$ cat src/rtl/flyback_mode_pkg.sv
package flyback_mode_pkg;
  typedef enum logic [2:0] {
    MODE_STANDBY  = 3'd0,
    MODE_NORMAL   = 3'd1,
    MODE_OVERLOAD = 3'd2,
    MODE_FOLDBACK = 3'd3,
    MODE_BURST    = 3'd4
  } conv_mode_t;
endpackage

$ cat src/rtl/flyback_cycle_sampler.sv
module flyback_cycle_sampler #(
  parameter int BLANK_CLK  = 4,
  parameter int SAMPLE_CLK = 19,
  parameter int EARLY_CLK  = 26
) (
  input  logic clk,
  input  logic rst_n,
  input  logic cyc_start,
  input  logic on_end,
  input  logic cs_low_hit,
  input  logic cs_high_hit,
  output logic term_req,
  output logic trip_seen,
  output logic early_seen,
  output logic demand_seen
);
  localparam int EW = $clog2(EARLY_CLK + 2);

  logic [EW-1:0] elap_q;
  logic          on_q;
  logic          trip_now;

  // elap_q holds clocks since the last strobe whenever cyc_start is low
  assign trip_now = cs_high_hit && on_q && !cyc_start && (elap_q >= EW'(BLANK_CLK));

  always_ff @(posedge clk or negedge rst_n) begin
    if (!rst_n) begin
      elap_q      <= '0;
      on_q        <= 1'b0;
      term_req    <= 1'b0;
      trip_seen   <= 1'b0;
      early_seen  <= 1'b0;
      demand_seen <= 1'b0;
    end else if (cyc_start) begin
      elap_q      <= EW'(1);
      on_q        <= 1'b1;
      term_req    <= 1'b0;
      trip_seen   <= 1'b0;
      early_seen  <= 1'b0;
      demand_seen <= 1'b0;
    end else begin
      if (elap_q != '1) elap_q <= elap_q + EW'(1);
      if (on_end || trip_now) on_q <= 1'b0;
      if (trip_now) begin
        term_req  <= 1'b1;
        trip_seen <= 1'b1;
        if (elap_q < EW'(EARLY_CLK)) early_seen <= 1'b1;
      end
      if (elap_q == EW'(SAMPLE_CLK)) demand_seen <= cs_low_hit;
    end
  end

  // inside the blanking window the terminate request cannot change
  p_blank_hold_r2: assert property (@(posedge clk) disable iff (!rst_n)
    (!cyc_start && elap_q < EW'(BLANK_CLK)) |=> $stable(term_req));

  // an over-current hit past blanking during the on-period raises the request
  p_trip_term_r3: assert property (@(posedge clk) disable iff (!rst_n)
    (cs_high_hit && on_q && !cyc_start && elap_q >= EW'(BLANK_CLK)) |=> term_req);

  // an early trip is always also a trip
  p_early_implies_trip_r4: assert property (@(posedge clk) disable iff (!rst_n)
    early_seen |-> trip_seen);
endmodule

$ cat src/rtl/flyback_ovp_count.sv
module flyback_ovp_count #(
  parameter int OVP_RUN = 4
) (
  input  logic clk,
  input  logic rst_n,
  input  logic enable,
  input  logic on_end,
  input  logic col_ovp,
  output logic ovp_hit
);
  localparam int RW = $clog2(OVP_RUN + 1);

  logic [RW-1:0] run_q;

  always_ff @(posedge clk or negedge rst_n) begin
    if (!rst_n)      run_q <= '0;
    else if (!enable) run_q <= '0;
    else if (on_end) begin
      if (!col_ovp)                   run_q <= '0;
      else if (run_q != RW'(OVP_RUN)) run_q <= run_q + RW'(1);
    end
  end

  assign ovp_hit = (run_q == RW'(OVP_RUN));

  // the run count never passes the trigger length
  p_ovp_cap_r5: assert property (@(posedge clk) disable iff (!rst_n)
    run_q <= RW'(OVP_RUN));

  // a clean end of on-time breaks the run
  p_ovp_break_r5: assert property (@(posedge clk) disable iff (!rst_n)
    (enable && on_end && !col_ovp) |=> !ovp_hit);
endmodule

$ cat src/rtl/flyback_mode_fsm.sv
module flyback_mode_fsm
  import flyback_mode_pkg::*;
#(
  parameter int ON_FULL      = 200,
  parameter int ON_MIN       = 20,
  parameter int ON_STEP      = 20,
  parameter int OFF_MAX      = 1920,
  parameter int OFF_STEP     = 256,
  parameter int FOLD_ON      = 20,
  parameter int FOLD_OFF     = 896,
  parameter int FOLD_CYCLES  = 1024,
  parameter int BURST_CYCLES = 64
) (
  input  logic clk,
  input  logic rst_n,
  input  logic cyc_start,
  input  logic trip_seen,
  input  logic early_seen,
  input  logic demand_seen,
  input  logic ovp_hit,
  output conv_mode_t mode,
  output logic ovp_enable,
  output logic [$clog2(ON_FULL+1)-1:0] on_limit,
  output logic [$clog2(((OFF_MAX > FOLD_OFF) ? OFF_MAX : FOLD_OFF)+1)-1:0] off_ext
);
  localparam int ON_W    = $clog2(ON_FULL + 1);
  localparam int OFF_TOP = (OFF_MAX > FOLD_OFF) ? OFF_MAX : FOLD_OFF;
  localparam int OFF_W   = $clog2(OFF_TOP + 1);
  localparam int CNT_TOP = (FOLD_CYCLES > BURST_CYCLES) ? FOLD_CYCLES : BURST_CYCLES;
  localparam int CW      = (CNT_TOP > 2) ? $clog2(CNT_TOP) : 1;

  conv_mode_t     mode_q, mode_d;
  logic [ON_W-1:0]  son_q, son_d;
  logic [OFF_W-1:0] soff_q, soff_d;
  logic [CW-1:0]    cnt_q, cnt_d;
  logic             started_q;

  always_comb begin
    mode_d = mode_q;
    son_d  = son_q;
    soff_d = soff_q;
    cnt_d  = cnt_q;
    if (cyc_start && started_q) begin
      unique case (mode_q)
        MODE_STANDBY, MODE_NORMAL, MODE_OVERLOAD: begin
          if (early_seen || ovp_hit) begin
            mode_d = MODE_FOLDBACK;
            cnt_d  = '0;
          end else if (trip_seen) begin
            mode_d = MODE_OVERLOAD;
          end else if (mode_q == MODE_OVERLOAD) begin
            mode_d = MODE_NORMAL;
          end else if (mode_q == MODE_NORMAL) begin
            if (!demand_seen) begin
              mode_d = MODE_STANDBY;
              son_d  = ON_W'(ON_FULL);
              soff_d = '0;
            end
          end else if (demand_seen) begin
            if (soff_q != '0)
              soff_d = (int'(soff_q) > OFF_STEP) ? soff_q - OFF_W'(OFF_STEP) : '0;
            else if (int'(son_q) + ON_STEP >= ON_FULL) begin
              son_d  = ON_W'(ON_FULL);
              mode_d = MODE_NORMAL;
            end else
              son_d = son_q + ON_W'(ON_STEP);
          end else begin
            if (int'(son_q) > ON_MIN)
              son_d = (int'(son_q) > ON_MIN + ON_STEP) ? son_q - ON_W'(ON_STEP) : ON_W'(ON_MIN);
            else
              soff_d = (int'(soff_q) + OFF_STEP >= OFF_MAX) ? OFF_W'(OFF_MAX)
                                                           : soff_q + OFF_W'(OFF_STEP);
          end
        end
        MODE_FOLDBACK: begin
          if (cnt_q == CW'(FOLD_CYCLES - 1)) begin
            mode_d = MODE_BURST;
            cnt_d  = '0;
          end else cnt_d = cnt_q + CW'(1);
        end
        MODE_BURST: begin
          if (cnt_q == CW'(BURST_CYCLES - 1)) begin
            mode_d = early_seen ? MODE_FOLDBACK : MODE_NORMAL;
            cnt_d  = '0;
          end else cnt_d = cnt_q + CW'(1);
        end
        default: mode_d = MODE_STANDBY;
      endcase
    end
  end

  always_ff @(posedge clk or negedge rst_n) begin
    if (!rst_n) begin
      mode_q    <= MODE_STANDBY;
      son_q     <= ON_W'(ON_FULL);
      soff_q    <= '0;
      cnt_q     <= '0;
      started_q <= 1'b0;
    end else begin
      mode_q <= mode_d;
      son_q  <= son_d;
      soff_q <= soff_d;
      cnt_q  <= cnt_d;
      if (cyc_start) started_q <= 1'b1;
    end
  end

  always_comb begin
    unique case (mode_q)
      MODE_STANDBY: begin
        on_limit = son_q;
        off_ext  = soff_q;
      end
      MODE_FOLDBACK: begin
        on_limit = ON_W'(FOLD_ON);
        off_ext  = OFF_W'(FOLD_OFF);
      end
      default: begin
        on_limit = ON_W'(ON_FULL);
        off_ext  = '0;
      end
    endcase
  end

  assign mode       = mode_q;
  assign ovp_enable = (mode_q != MODE_FOLDBACK) && (mode_q != MODE_BURST);

  // no mode change without a cycle strobe
  p_mode_hold_r11: assert property (@(posedge clk) disable iff (!rst_n)
    !cyc_start |=> $stable(mode_q));

  // an early trip outside the retry loop lands in Foldback
  p_early_fold_r4: assert property (@(posedge clk) disable iff (!rst_n)
    (cyc_start && started_q && early_seen &&
     (mode_q == MODE_STANDBY || mode_q == MODE_NORMAL || mode_q == MODE_OVERLOAD))
    |=> mode_q == MODE_FOLDBACK);

  // Standby limits stay inside their floor and ceiling
  p_sb_range_r6: assert property (@(posedge clk) disable iff (!rst_n)
    (mode_q == MODE_STANDBY) |-> (int'(son_q) >= ON_MIN && int'(soff_q) <= OFF_MAX));

  // Burst is reached only from Foldback
  p_burst_entry_r9: assert property (@(posedge clk) disable iff (!rst_n)
    (mode_q != MODE_BURST && mode_q != MODE_FOLDBACK) |=> mode_q != MODE_BURST);

  // Burst leaves only to Normal or Foldback
  p_burst_exit_r10: assert property (@(posedge clk) disable iff (!rst_n)
    (mode_q == MODE_BURST) |=>
      (mode_q == MODE_BURST || mode_q == MODE_NORMAL || mode_q == MODE_FOLDBACK));
endmodule

$ cat src/rtl/flyback_mode_ctrl.sv
module flyback_mode_ctrl
  import flyback_mode_pkg::*;
#(
  parameter int BLANK_CLK    = 4,
  parameter int SAMPLE_CLK   = 19,
  parameter int EARLY_CLK    = 26,
  parameter int OVP_RUN      = 4,
  parameter int ON_FULL      = 200,
  parameter int ON_MIN       = 20,
  parameter int ON_STEP      = 20,
  parameter int OFF_MAX      = 1920,
  parameter int OFF_STEP     = 256,
  parameter int FOLD_ON      = 20,
  parameter int FOLD_OFF     = 896,
  parameter int FOLD_CYCLES  = 1024,
  parameter int BURST_CYCLES = 64
) (
  input  logic clk,
  input  logic rst_n,
  input  logic cyc_start,
  input  logic on_end,
  input  logic cs_low_hit,
  input  logic cs_high_hit,
  input  logic col_ovp,
  output logic [2:0] mode,
  output logic term_req,
  output logic [$clog2(ON_FULL+1)-1:0] on_limit,
  output logic [$clog2(((OFF_MAX > FOLD_OFF) ? OFF_MAX : FOLD_OFF)+1)-1:0] off_ext
);
  logic       trip_seen, early_seen, demand_seen;
  logic       ovp_hit, ovp_enable;
  conv_mode_t mode_w;

  flyback_cycle_sampler #(
    .BLANK_CLK (BLANK_CLK),
    .SAMPLE_CLK(SAMPLE_CLK),
    .EARLY_CLK (EARLY_CLK)
  ) u_sampler (
    .clk        (clk),
    .rst_n      (rst_n),
    .cyc_start  (cyc_start),
    .on_end     (on_end),
    .cs_low_hit (cs_low_hit),
    .cs_high_hit(cs_high_hit),
    .term_req   (term_req),
    .trip_seen  (trip_seen),
    .early_seen (early_seen),
    .demand_seen(demand_seen)
  );

  flyback_ovp_count #(.OVP_RUN(OVP_RUN)) u_ovp (
    .clk    (clk),
    .rst_n  (rst_n),
    .enable (ovp_enable),
    .on_end (on_end),
    .col_ovp(col_ovp),
    .ovp_hit(ovp_hit)
  );

  flyback_mode_fsm #(
    .ON_FULL     (ON_FULL),
    .ON_MIN      (ON_MIN),
    .ON_STEP     (ON_STEP),
    .OFF_MAX     (OFF_MAX),
    .OFF_STEP    (OFF_STEP),
    .FOLD_ON     (FOLD_ON),
    .FOLD_OFF    (FOLD_OFF),
    .FOLD_CYCLES (FOLD_CYCLES),
    .BURST_CYCLES(BURST_CYCLES)
  ) u_fsm (
    .clk        (clk),
    .rst_n      (rst_n),
    .cyc_start  (cyc_start),
    .trip_seen  (trip_seen),
    .early_seen (early_seen),
    .demand_seen(demand_seen),
    .ovp_hit    (ovp_hit),
    .mode       (mode_w),
    .ovp_enable (ovp_enable),
    .on_limit   (on_limit),
    .off_ext    (off_ext)
  );

  assign mode = mode_w;
endmodule

$ cat config.mk
export PLATFORM = sky130hd
export DESIGN_NAME = flyback_mode_ctrl
export DESIGN_NICKNAME = d
export VERILOG_FILES = /design/src/rtl/flyback_mode_pkg.sv /design/src/rtl/flyback_cycle_sampler.sv /design/src/rtl/flyback_ovp_count.sv /design/src/rtl/flyback_mode_fsm.sv /design/src/rtl/flyback_mode_ctrl.sv
export SDC_FILE = /design/constraint.sdc
export NUM_CORES = 1
export LEC_CHECK = 0
export ABC_AREA = 0
export BUFFER_PORTS_ARGS = -buffer_cell sky130_fd_sc_hd__buf_2
export CORE_AREA = 8 8 78 80
export CTS_CLUSTER_SIZE = 25
export DETAILED_ROUTE_END_ITERATION = 8
export DIE_AREA = 0 0 86 88
export PLACE_DENSITY_LB_ADDON = 0.05
export SYNTH_ARGS = -nofsm -noshare
export SYNTH_HDL_FRONTEND = slang
export SYNTH_HIERARCHICAL = 1
export SYNTH_SLANG_ARGS = --single-unit
$ cat constraint.sdc
create_clock -name clk -period 2.6 [get_ports clk]
set_input_delay 0 -clock clk [delete_from_list [all_inputs] [get_ports clk]]
set_output_delay 0 -clock clk [all_outputs]
set_load 0.1 [all_outputs]
# After elaboration in Yosys (flattened, before gate mapping)
# Cells that the tools add are included.
dict set report totals {
  regBits 45
  input_bits 7
}
dict set report op_classes {
  addsub 9
  order_cmp 7
  eq_ne 25
  n_mux 47
  bitwise 3
  reduce_logical 24
}
# cell count
set ops {}
lappend ops {{11-bit two-way mux} 7}
lappend ops {{8-bit two-way mux} 7}
lappend ops {{3-bit two-way mux} 14}
lappend ops {{32-bit by 12-bit >= comparator with 1-bit output (second input constant)} 1}
lappend ops {{32-bit by 9-bit >= comparator with 1-bit output (second input constant)} 1}
lappend ops {{10-bit two-way mux} 3}
lappend ops {{10-bit case mux with 3 select lines} 1}
lappend ops {{11-bit case mux with 2 select lines} 1}
lappend ops {{8-bit case mux with 2 select lines} 1}
lappend ops {{8-bit AND reduction} 2}
lappend ops {{11-bit by 9-bit adder with 12-bit output (second input constant)} 1}
lappend ops {{6-bit by 3-bit inequality test with 1-bit output (second input constant)} 2}
lappend ops {{11-bit by 9-bit adder with 11-bit output (second input constant)} 1}
lappend ops {{11-bit by 9-bit greater-than comparator with 1-bit output (second input constant)} 1}
lappend ops {{11-bit nonzero test} 1}
lappend ops {{11-bit by 9-bit subtractor with 11-bit output (second input constant)} 1}
lappend ops {{10-bit by 1-bit adder with 10-bit output (second input constant)} 1}
lappend ops {{10-bit equality test (second input constant)} 1}
lappend ops {{10-bit by 6-bit equality test with 1-bit output (second input constant)} 1}
lappend ops {{5-bit two-way mux} 2}
lappend ops {{2-bit nonzero test} 5}
lappend ops {{8-bit by 5-bit adder with 9-bit output (second input constant)} 1}
lappend ops {{1-bit two-way mux} 9}
lappend ops {{3-bit inequality test (second input constant)} 3}
lappend ops {{30 further kinds} 47}

# Longest topological paths before layout
dict set report depth {
  depth_word 10
  ltp_mapped 10
  depth_no_buf 9
}

# Cells and area by module
# The synthesis kept the hierarchy.
# mod instances cells_each area_each_um2 seq_area_each_um2
set by_module_without_submodules {}
lappend by_module_without_submodules {flyback_mode_fsm 1 265 2129.5 604.3}
lappend by_module_without_submodules {flyback_cycle_sampler 1 40 445.4 225.2}
lappend by_module_without_submodules {flyback_ovp_count 1 22 193.9 75.1}

# Least setup slack after synthesis
# OpenSTA, ideal clock, no wires.
dict set report synth_timing {
  kind {flip-flop to output port}
  start {register u_fsm.mode_q[0], in the netlist u_fsm/mode[0]}
  end {output port on_limit[4]}
  t_arrival_ps 2928
  required_time_ps 2600
  slack_ps -328
  stages_incl_launch_ff 5
  path_buffers 1
  path_cell_list {dfrtp_1 -> buf_2 -> nor2_1 -> nand2_1 -> a21oi_1}
}
dict set report synth_between {
  elab_chain_cells 2
  word_cells_on_any_way 3
  classes_between {eq/ne (1); mux (1); reduce/logical (1)}
}
# element line
set synth_lines {}
lappend synth_lines {{start: declaration} flyback_mode_fsm.sv:32} ;# conv_mode_t mode_q, mode_d;
lappend synth_lines {{start signal: assignment} flyback_mode_fsm.sv:100} ;# mode_q <= mode_d;
lappend synth_lines {{3-bit by 2-bit equality test with 1-bit output or 3-bit zero test (tied branches)} flyback_mode_fsm.sv:109} ;# unique case (mode_q)
lappend synth_lines {{8-bit case mux with 2 select lines (*)} flyback_mode_fsm.sv:109}
lappend synth_lines {{end: declaration} flyback_mode_ctrl.sv:27} ;# output logic [$clog2(ON_FULL+1)-1:0] on_limit,
# Every way passes the cells marked *; elsewhere a longest branch is shown, timed or not.

# Worst setup path in the final report
dict set report layout_timing {
  start {register u_fsm.son_q[3]}
  end {register u_fsm.mode_q[0], in the netlist u_fsm/mode[0]}
}
dict set report layout_between {
  elab_chain_cells 4
}
# element line
set layout_lines {}
lappend layout_lines {{start: declaration} flyback_mode_fsm.sv:33} ;# logic [ON_W-1:0] son_q, son_d;
lappend layout_lines {{start signal: assignment} flyback_mode_fsm.sv:95} ;# son_q <= ON_W'(ON_FULL);
lappend layout_lines {{start signal: assignment} flyback_mode_fsm.sv:101} ;# son_q <= son_d;
lappend layout_lines {{8-bit by 5-bit adder with 9-bit output} flyback_mode_fsm.sv:62} ;# else if (int'(son_q) + ON_STEP >= ON_FULL) begin
lappend layout_lines {{32-bit by 9-bit >= comparator with 1-bit output} flyback_mode_fsm.sv:62}
lappend layout_lines {{6-bit by 2-bit inequality test with 1-bit output (no line)} --}
lappend layout_lines {{7-bit AND reduction (no line)} --}
# No other way between the ends.
# A chain may end at the register's enable or synchronous reset.

==> results by group <==
Setup path
  • Critical Path End Type: flip-flop
  • R2r worst-path depth: 7
  • CP max stage cell: dfstp_2
  • CP Data Required Time: 2780 ps
  • Reg2Reg Setup Slack: 140 ps
  • CP startpoint: u_fsm/son_q[3]
  • CP Class: flip-flop to flip-flop
  • Critical path arrival: 2650 ps
  • Crit start category: flip-flop
  • CP max stage delay: 600 ps
  • Worst-path cell chain: inv_1 > ha_1 > nor3_1 > or4b_1 > a32oi_2 > o211ai_2 > a221o_1
  • Worst-path maximum fanout: 8
  • Worst R2R End: u_fsm/mode[0]
  • Reg-to-Reg Start: u_fsm/son_q[3]

Die
  • Die H: 88 µm
  • I/O pin total: 30
  • Core Region: 0.00491 mm²
  • Die ar.: 0.00757 mm²
  • Die width: 86 µm
  • Initial core utilization: 56.4%
  • Std cell rows: 26

Routing
  • Vias per cell: 5.84
  • Drt wl/cell: 14.9 µm
  • # DRC: 0
  • Drt pass-1 iters: 5
  • Antenna Nets Post-Route: 0
  • Routed via count: 2463
  • Total Routed Length: 6300 µm
  • Starting DRT DRC Count: 105

CTS
  • Clock-pin slew on the worst setup and hold paths: 80 ps
  • CTS tree: yes
  • Worst skew pair latency: 290 ps
  • Clock sink count: 36
  • Max Root-Sink Buffers: 2
  • CTS root buffer: clkbuf_8
  • CTS H-tree depth: 2
  • Number of buffers created by CTS: 5

Power and ir drop
  • Switching Share: 57.0%
  • Gate power share: 65.0%
  • PwrDens: 1320 mW/mm²
  • Final total power: 4.06 mW
  • Pleak: 1.41 nW
  • Clk pwr share: 10.7%
  • VDD IR max: 0.701 mV
  • P_int: 1.75 mW
  • Sequential Power Share: 24.3%
  • Switching power: 2.32 mW

STA
  • Unrepaired setup endpoints after global routing: false
  • Slew Limit Fails: 0
  • Min cycle time layout: 2460 ps
  • Final setup fails: 0
  • FMAX: 0.406 GHz
  • Fin. Hold Viols: 0
  • Final worst path period share: 94.8%
  • Layout Skew: 10.8 ps
  • Slew @ Worst Pin: 830 ps
  • Max-slew headroom: 44.7%

Job
  • Maximum Capacitance Violations: 0

Final layout
  • Nets: 372
  • Layout cells sized above 1: 17.0%
  • Diode count: 0
  • Design area: 0.00308 mm²
  • Syn-to-layout area delta: 11.3%

GRT
  • Gr usage total: 17.1%
  • Vias in the first global route: 2246
  • Largest net degree at the start of global routing: 37
  • First-pass GRT wire length: 10500 µm
  • Remaining global-route overflow: 0
  • Initial antenna violation count: 0

Placement
  • Buffers on Ports: 20
  • Dpl cell area: 0.00293 mm²
  • DPL Wire Length: 4420 µm
  • GP Congestion: 0.859

Worst hold path
  • Hold Path Cell Cnt: 2
  • Hold path startpoint: cyc_start
  • Hold endpoint: u_sampler/demand_seen
  • Tightest Hold Check Type: input pin to flip-flop

Run status
  • Outcome: completed

Yosys
  • Syn_area_per_cell: 8.47 µm²
  • Post-Syn Area: 0.00277 mm²
  • Synth warn: 6
  • Seq/Total Area, Yosys: 32.7%
  • Synth cell types: 72
  • Async set-or-reset flop fraction in the synthesized netlist: 100%
  • Post-synth EDFFs: 0
  • Primary FF master, synth: dfrtp_1
  • Yosys reg bits: 36
  • Gate Count Post-Synth: 327
==> cell usage after synthesis (4+ instances only) <==
master,number,share of area [%]
a211oi_1,4,1.1
a21o_1,4,1.1
a21oi_1,18,3.3
a22o_1,8,2.5
a31oi_1,4,0.90
and3_1,6,1.4
buf_4,10,2.7
clkbuf_1,11,1.5
dfrtp_1,33,30
ha_1,14,6.3
inv_1,21,2.8
nand2_1,28,3.8
nand3_1,5,0.90
nand3b_1,4,1.1
nor2_1,28,3.8
nor2b_1,7,1.6
nor3_1,9,1.6
o21ai_0,21,3.8
o21ai_1,5,0.90
xnor2_1,4,1.3
==> timing repair <==
| item | 4_1_cts | 5_1_grt |
|---|---|---|
| gates resized for setup | 0 | 1 |
| hold buffers | 4 | 0 |
| buffers inserted | 0 | 0 |
| endpoints found under the hold margin | 36 | 0 |
| setup endpoints to repair | 0 | 4 |
==> worst max path at each step <==
stage / endpoint / cells after the start
after CTS: u_fsm/mode[0] / 7
after floorplan: off_ext[8] / 4
after global placement: u_fsm/mode[0] / 7
after global routing: u_fsm/mode[0] / 7
final: u_fsm/mode[0] / 7
after detailed placement: u_fsm/mode[0] / 7
==> layout by cell type (no fill, tap or decap), drive strengths merged, types with 4 or more instances in the layout <==
| cell type | instances |
|---|---|
| a211oi | 5 |
| a21o | 5 |
| a21oi | 19 |
| a22o | 8 |
| a31oi | 4 |
| and3 | 8 |
| buf | 30 |
| clkbuf | 8 |
| conb | 9 |
| dfrtp | 33 |
| dlygate4sd3 | 4 |
| ha | 14 |
| inv | 21 |
| mux2 | 4 |
| nand2 | 28 |
| nand3 | 5 |
| nand3b | 4 |
| nand4 | 4 |
| nor2 | 28 |
| nor2b | 7 |
| nor3 | 10 |
| o21ai | 26 |
| xnor2 | 4 |
==> power groups by stage <==
stage | registers [mW] | logic [mW] | clock network, mW
floorplan | 1.01 | 2.07 | 0
finish | 0.987 | 2.64 | 0.437
global placement | 0.984 | 2.58 | 0
CTS | 0.978 | 2.62 | 0.451
global route | 1.01 | 2.84 | 0.484
detailed placement | 0.987 | 2.61 | 0
==> critical path: cells and delay by family (launching register included) <==
kind / cells / cell delay [ps]
AO/OA/AOI/OAI: 3 / 720
adder cells (fa/ha/maj): 1 / 360
buffers and inverters: 1 / 130
flip-flops: 1 / 600
AND/OR/NAND/NOR: 2 / 550
==> state kept, by name (all words and copies together) (netlist names) <==
register / cells
u_fsm/cnt_q: 10
u_fsm/son_q: 6
u_sampler/elap_q: 5
u_fsm/soff_q: 4
u_fsm/mode: 3
u_ovp/run_q: 3
u_fsm/started_q: 1
u_sampler/demand_seen: 1
u_sampler/early_seen: 1
u_sampler/on_q: 1
u_sampler/trip_seen: 1
==> layout make-up <==
cell class              instances  area (µm²)
multi-input cells             253        1700
fillers                       438        1830
inverters                      21        78.8
clock buffers                   8         100
well taps                      70        87.6
repair buffers                 34         215
flip-flops and latches         36         905
==> metal layers <==
metal,wire [µm],track usage [%],vias up
met4,68,5.25,0
met5,0,0,-
li1,-,-,1211
met1,2930,22.0,1179
met2,2950,27.9,67
met3,350,3.85,6
==> per-stage QoR <==
step / cells / hold slack, ps / util [%] / TNS [ps] / setup WS [ps]
3_5_place_dp: 410 / 150 / 59.7 / 0 / 104
2_1_floorplan: 335 / -296 / - / -1030 / -324
6_report: 422 / 16.2 / 62.7 / 0 / 136
5_1_grt: 422 / 30.1 / 62.7 / 0 / 18.9
3_3_place_gp: 410 / 147 / 59.7 / 0 / 156
4_1_cts: 422 / 15.3 / 62.6 / 0 / 104
==> cells by family after synthesis <==
| logic type | Yosys count | share of synthesized area (%) |
|---|---|---|
| adders and majority gates | 14 | 6.33 |
| DFF | 36 | 32.7 |
| xor gates and xnor gates | 7 | 2.21 |
| muxes | 7 | 2.71 |
| other | 1 | 0.135 |
| and+or+nand+nor | 117 | 23.4 |
| AOI/OAI and AO/OA | 99 | 24.9 |
| buffers and inverters | 46 | 7.73 |
Note: power is estimated with default switching activity, not from simulation.
